File: src/rtl/slt_pkg.sv
package slt_pkg;
    typedef enum logic [1:0] {
        MODE_TRACK  = 2'd0,
        MODE_ACQ    = 2'd1,
        MODE_FREEZE = 2'd2
    } mode_e;
endpackage

File: src/rtl/slt_mode_fsm.sv
module slt_mode_fsm
    import slt_pkg::*;
(
    input  logic  clk_i,
    input  logic  rst_ni,
    input  logic  acq_i,
    input  logic  hold_ni,
    output mode_e mode_o,
    output logic  upd_en_o,
    output logic  fast_o
);
    mode_e state_q, state_d;

    always_ff @(posedge clk_i or negedge rst_ni) begin
        if (!rst_ni) state_q <= MODE_TRACK;
        else         state_q <= state_d;
    end

    // T_ACQ, T_HOLD and T_RUN are reachable from every state
    always_comb begin
        if (acq_i)         state_d = MODE_ACQ;
        else if (!hold_ni) state_d = MODE_FREEZE;
        else               state_d = MODE_TRACK;
    end

    always_comb begin
        upd_en_o = 1'b0;
        fast_o   = 1'b0;
        unique case (state_q)
            MODE_TRACK:  upd_en_o = 1'b1;
            MODE_ACQ: begin
                upd_en_o = 1'b1;
                fast_o   = 1'b1;
            end
            MODE_FREEZE: upd_en_o = 1'b0;
            default:     upd_en_o = 1'b0;
        endcase
    end

    assign mode_o = state_q;
endmodule

File: src/rtl/slt_peak_tracker.sv
module slt_peak_tracker #(
    parameter int W          = 12,
    parameter bit POSITIVE   = 1'b1,
    parameter int FAST_SHIFT = 2,
    parameter int SLOW_SHIFT = 6
) (
    input  logic                clk_i,
    input  logic                rst_ni,
    input  logic                strobe_i,
    input  logic                upd_en_i,
    input  logic                fast_i,
    input  logic signed [W-1:0] sample_i,
    output logic signed [W-1:0] level_o
);
    localparam int MAXSH = (FAST_SHIFT > SLOW_SHIFT) ? FAST_SHIFT : SLOW_SHIFT;
    localparam int SHW   = $clog2(MAXSH + 1);

    logic signed [W-1:0] level_q;
    logic signed [W:0]   diff, step, nxt;
    logic [SHW-1:0]      shamt;
    logic                qual;

    generate
        if (POSITIVE) begin : g_pos
            assign qual = !sample_i[W-1] && (sample_i != '0);
        end else begin : g_neg
            assign qual = sample_i[W-1];
        end
    endgenerate

    assign shamt = fast_i ? SHW'(FAST_SHIFT) : SHW'(SLOW_SHIFT);
    assign diff  = {sample_i[W-1], sample_i} - {level_q[W-1], level_q};
    assign step  = diff >>> shamt;
    assign nxt   = {level_q[W-1], level_q} + step;

    always_ff @(posedge clk_i or negedge rst_ni) begin
        if (!rst_ni)                           level_q <= '0;
        else if (strobe_i && upd_en_i && qual) level_q <= nxt[W-1:0];
    end

    assign level_o = level_q;
endmodule

File: src/rtl/slt_slicer.sv
module slt_slicer #(
    parameter int W = 12
) (
    input  logic                clk_i,
    input  logic                rst_ni,
    input  logic                strobe_i,
    input  logic signed [W-1:0] sample_i,
    input  logic signed [W-1:0] pos_i,
    input  logic signed [W-1:0] neg_i,
    output logic signed [W-1:0] thresh_o,
    output logic                data_o
);
    logic signed [W:0] sum, half;
    logic              data_q;

    assign sum      = {pos_i[W-1], pos_i} + {neg_i[W-1], neg_i};
    assign half     = sum >>> 1;
    assign thresh_o = half[W-1:0];

    always_ff @(posedge clk_i or negedge rst_ni) begin
        if (!rst_ni)       data_q <= 1'b0;
        else if (strobe_i) data_q <= (sample_i > thresh_o) ? 1'b0 : 1'b1;
    end

    assign data_o = data_q;
endmodule

File: src/rtl/slicer_level_tracker.sv
module slicer_level_tracker
    import slt_pkg::*;
#(
    parameter int W          = 12,
    parameter int FAST_SHIFT = 2,
    parameter int SLOW_SHIFT = 6
) (
    input  logic                clk_i,
    input  logic                rst_ni,
    input  logic signed [W-1:0] sample_i,
    input  logic                strobe_i,
    input  logic                acq_i,
    input  logic                hold_ni,
    output logic                data_o,
    output logic signed [W-1:0] pos_level_o,
    output logic signed [W-1:0] neg_level_o,
    output logic signed [W-1:0] thresh_o
);
    mode_e mode_q;
    logic  upd_en, fast;

    slt_mode_fsm u_fsm (
        .clk_i    (clk_i),
        .rst_ni   (rst_ni),
        .acq_i    (acq_i),
        .hold_ni  (hold_ni),
        .mode_o   (mode_q),
        .upd_en_o (upd_en),
        .fast_o   (fast)
    );

    slt_peak_tracker #(.W(W), .POSITIVE(1'b1),
                       .FAST_SHIFT(FAST_SHIFT), .SLOW_SHIFT(SLOW_SHIFT)) u_pos (
        .clk_i    (clk_i),
        .rst_ni   (rst_ni),
        .strobe_i (strobe_i),
        .upd_en_i (upd_en),
        .fast_i   (fast),
        .sample_i (sample_i),
        .level_o  (pos_level_o)
    );

    slt_peak_tracker #(.W(W), .POSITIVE(1'b0),
                       .FAST_SHIFT(FAST_SHIFT), .SLOW_SHIFT(SLOW_SHIFT)) u_neg (
        .clk_i    (clk_i),
        .rst_ni   (rst_ni),
        .strobe_i (strobe_i),
        .upd_en_i (upd_en),
        .fast_i   (fast),
        .sample_i (sample_i),
        .level_o  (neg_level_o)
    );

    slt_slicer #(.W(W)) u_slice (
        .clk_i    (clk_i),
        .rst_ni   (rst_ni),
        .strobe_i (strobe_i),
        .sample_i (sample_i),
        .pos_i    (pos_level_o),
        .neg_i    (neg_level_o),
        .thresh_o (thresh_o),
        .data_o   (data_o)
    );
endmodule

File: config.mk
export PLATFORM = sky130hd
export DESIGN_NAME = slicer_level_tracker
export DESIGN_NICKNAME = d
export VERILOG_FILES = /design/src/rtl/slt_pkg.sv /design/src/rtl/slt_mode_fsm.sv /design/src/rtl/slt_peak_tracker.sv /design/src/rtl/slt_slicer.sv /design/src/rtl/slicer_level_tracker.sv
export SDC_FILE = /design/constraint.sdc
export NUM_CORES = 1
export LEC_CHECK = 0
export CORE_MARGIN = 3
export CORE_UTILIZATION = 30
export CTS_BUF_LIST = sky130_fd_sc_hd__clkbuf_8 sky130_fd_sc_hd__clkbuf_16
export DETAILED_ROUTE_END_ITERATION = 10
export PLACE_DENSITY = 0.49
export SLEW_MARGIN = 20
export SYNTH_ARGS = -nofsm -noshare
export SYNTH_HDL_FRONTEND = slang
export SYNTH_SLANG_ARGS = --single-unit
File: constraint.sdc
create_clock -name clk_i -period 7.3 [get_ports clk_i]
set_input_delay 1.46 -clock clk_i [delete_from_list [all_inputs] [get_ports clk_i]]
set_output_delay 1.46 -clock clk_i [all_outputs]
set_load 0.01 [all_outputs]
==> results.md <==
* Core area at 12800 µm²
* Post-Syn Instances at 501
* DRC violations left at 0
* Reg-to-Reg End: u_pos.level_o[11]
* Final Hold Fails at 0
* Min-Delay Path Class: reg -> reg
* CP required at 7.45 ns
* TritonCTS Buffers at 3
* First-pass GRT wire length at 18500 µm
* Post-synthesis register bit count at 27
* Hold Crit Depth at 1
* Total grt overflow at 0
* CTS root buf: clkbuf_16
* Worst R2R Path Depth at 17
* Hold_buf cts at 0
* # IOs at 54
* Synth area leader: ha_1
* Clock sinks at 27
* Rows at 41
* Setup TNS at 0 ns
* Final setup violating endpoints at 0
* Initial antenna violation count at 0
* Die outline width at 122 µm
* N_diodes at 0
* Period utilisation layout at 75.8%
* Chip Height at 122 µm
* Largest cells by area after synthesis: ha_1, dfrtp_1, xnor2_1
* CTS tree: yes
* Number of DRC markers in iteration 0 at 224
* Drt total wl at 11000 µm
* Crit end category: register
* Die footprint at 14800 µm²
* Crit-path max FO at 5
* Async set-reset flop share out of synthesis at 100%
* Rel. slew slack at 35.8%
* Pins Over Slew Limit at 0
* RSZ-0062 raised after global routing: false
* H-tree Lvls at 1
* Worst Clk Skew at 0.00413 ns
* DR WL/cell at 15.2 µm
* Vias in the first global route at 3589
* Crit start category: primary input
* # Post-CTS Setup Buffers at 0
* Placed wire-length estimate at 9110 µm
* Total of max-cap violations at 0
* Clock-pin slew on the worst setup and hold paths at 0.08 ns
* Largest net degree at the start of global routing at 30
* Post-synth EDFFs at 0
* Hold Crit Start: u_neg.level_o[11]
* Layout fillers at 1377
* Via count at 3701
* Deepest clock path buffer count at 2
* YS warnings at 0
* Max Freq at 181 MHz
* Outcome: finished clean
* Critical path arrival at 5.69 ns
* Footprint of the multi-input gates at 3100 µm²
* Worst-case hold path end point: u_neg.level_o[11]
* Main synth FF type: dfrtp_1
* Area grow syn2layout at 20.4%
* All-layer global routing usage at 15.4%
* Register area at 676 µm²
* Worst-margin pin slew at 0.961 ns
* Count of input and output buffers at 53
* Sequential element share of the synthesized area at 16.9%
* Share of layout cells above drive strength 1 at 4.18%
* Cell variety after synth at 60
* Post_cts resized at 0
* Worst skew pair latency at 0.27 ns
* Top-area cell type share of the netlist area at 20.9%
* Mapped Nets at 588
* Crit Path Category: in -> reg
* Syn_area_per_cell at 7.99 µm²
* Vias/cell at 5.13
* Remaining antenna violation count at 0
* Routability cong. at 0.912
* Final nets at 638
* Final core occ at 37.6%
* Fin crit period at 5.53 ns
* Initial Utilization at 31.2%
* Synth Cell Area at 4000 µm²
* Reg2Reg Setup Slack at 2.94 ns
* Critical R2R Launch: u_pos.level_o[1]
* Drt first pass iters at 4
[cell usage after synthesis (12+ instances only)]
cell and n:
a21o_1 17, a21oi_1 38, dfrtp_1 27, ha_1 67, inv_1 51, nand2_1 39, nor2_1 27, nor3_1 12
o21a_1 14, o21ai_0 33, xnor2_1 24, xor2_1 17
[routing by layer]
layer | share of wire [%] | vias to the layer above | wire length (µm) | global-route usage (%)
met3 | 3.4 | 11 | 372 | 1.77
met2 | 42 | 66 | 4570 | 23.9
met4 | 1.4 | 0 | 149 | 3.57
met1 | 54 | 1712 | 5910 | 22.7
li1 | - | 1912 | - | -
met5 | 0 | - | 0 | 0
[worst max-delay path by stage]
stage / end / start
final: u_pos.level_o[11] / sample_i[4]
after global routing: u_pos.level_o[11] / sample_i[2]
after CTS: u_pos.level_o[11] / sample_i[4]
after detailed placement: u_pos.level_o[11] / sample_i[4]
after global placement: u_pos.level_o[11] / sample_i[2]
after floorplan: u_pos.level_o[11] / sample_i[2]
[critical path: stages]
cell and delay (ns):
clkdlybuf4s50_1 0.51, ha_1 0.40, a21o_1 0.21, a21o_1 0.17, a41o_1 0.29, a31o_4 0.30
a21oi_1 0.17, xor2_1 0.27, o21ai_1 0.09, ha_1 0.32, o21ai_0 0.11, o21ai_1 0.25
a2111oi_2 0.13, o31ai_1 0.51, o311ai_0 0.24, o311ai_1 0.13, o21ai_1 0.10
[cell families after synthesis]
kind of cell,after synthesis,share of synthesized area [%]
buffers and inverters,62,5.85
AND/OR/NAND/NOR,131,16.3
multiplexers,6,1.59
XOR/XNOR,41,8.97
AO/OA/AOI/OAI,164,28.0
flip-flops,27,16.9
adder cells (fa/ha/maj),70,22.4
[final cells by class]
cell class                      count  share of cell area (%)
Clock buffer                        3                    1.56
Timing Repair Buffer               56                    11.5
Tap cell                          172                    4.47
Clock inverter                      1                   0.104
Sequential cell                    27                    14.0
Multi-Input combinational cell    412                    64.4
Inverter                           51                    3.97
[metrics by stage]
stage          hold slack (ns)  setup slack [ns]  instances  area (µm²)
3_3_place_gp             0.568              1.63        718        4740
2_1_floorplan            0.547              2.37        501        4000
3_5_place_dp             0.555              1.48        718        4740
6_report                 0.555              1.77        722        4820
5_1_grt                  0.618              1.43        722        4820
4_1_cts                  0.576              1.77        722        4820
[flip-flops by register name (all words and copies together), names as in the netlist]
| register | flops |
|---|---|
| u_neg.level_o | 12 |
| u_pos.level_o | 12 |
| u_slice.data_o | 1 |
| u_fsm.mode_o | 2 |
[layout by cell type, fill, tap and decap left out, types with 11 or more instances in the layout]
| master | n |
|---|---|
| o21a_1 | 14 |
| ha_1 | 67 |
| nand2_1 | 39 |
| nor3_1 | 12 |
| o21ai_0 | 33 |
| dfrtp_1 | 27 |
| nand3_1 | 11 |
| inv_1 | 51 |
| a21o_1 | 17 |
| nor2_1 | 27 |
| a21oi_1 | 38 |
| xnor2_1 | 24 |
| xor2_1 | 17 |
| clkdlybuf4s50_1 | 53 |
Power is not shown: default switching activity piles up to over one toggle a cycle in this logic, so the estimate is an artifact.
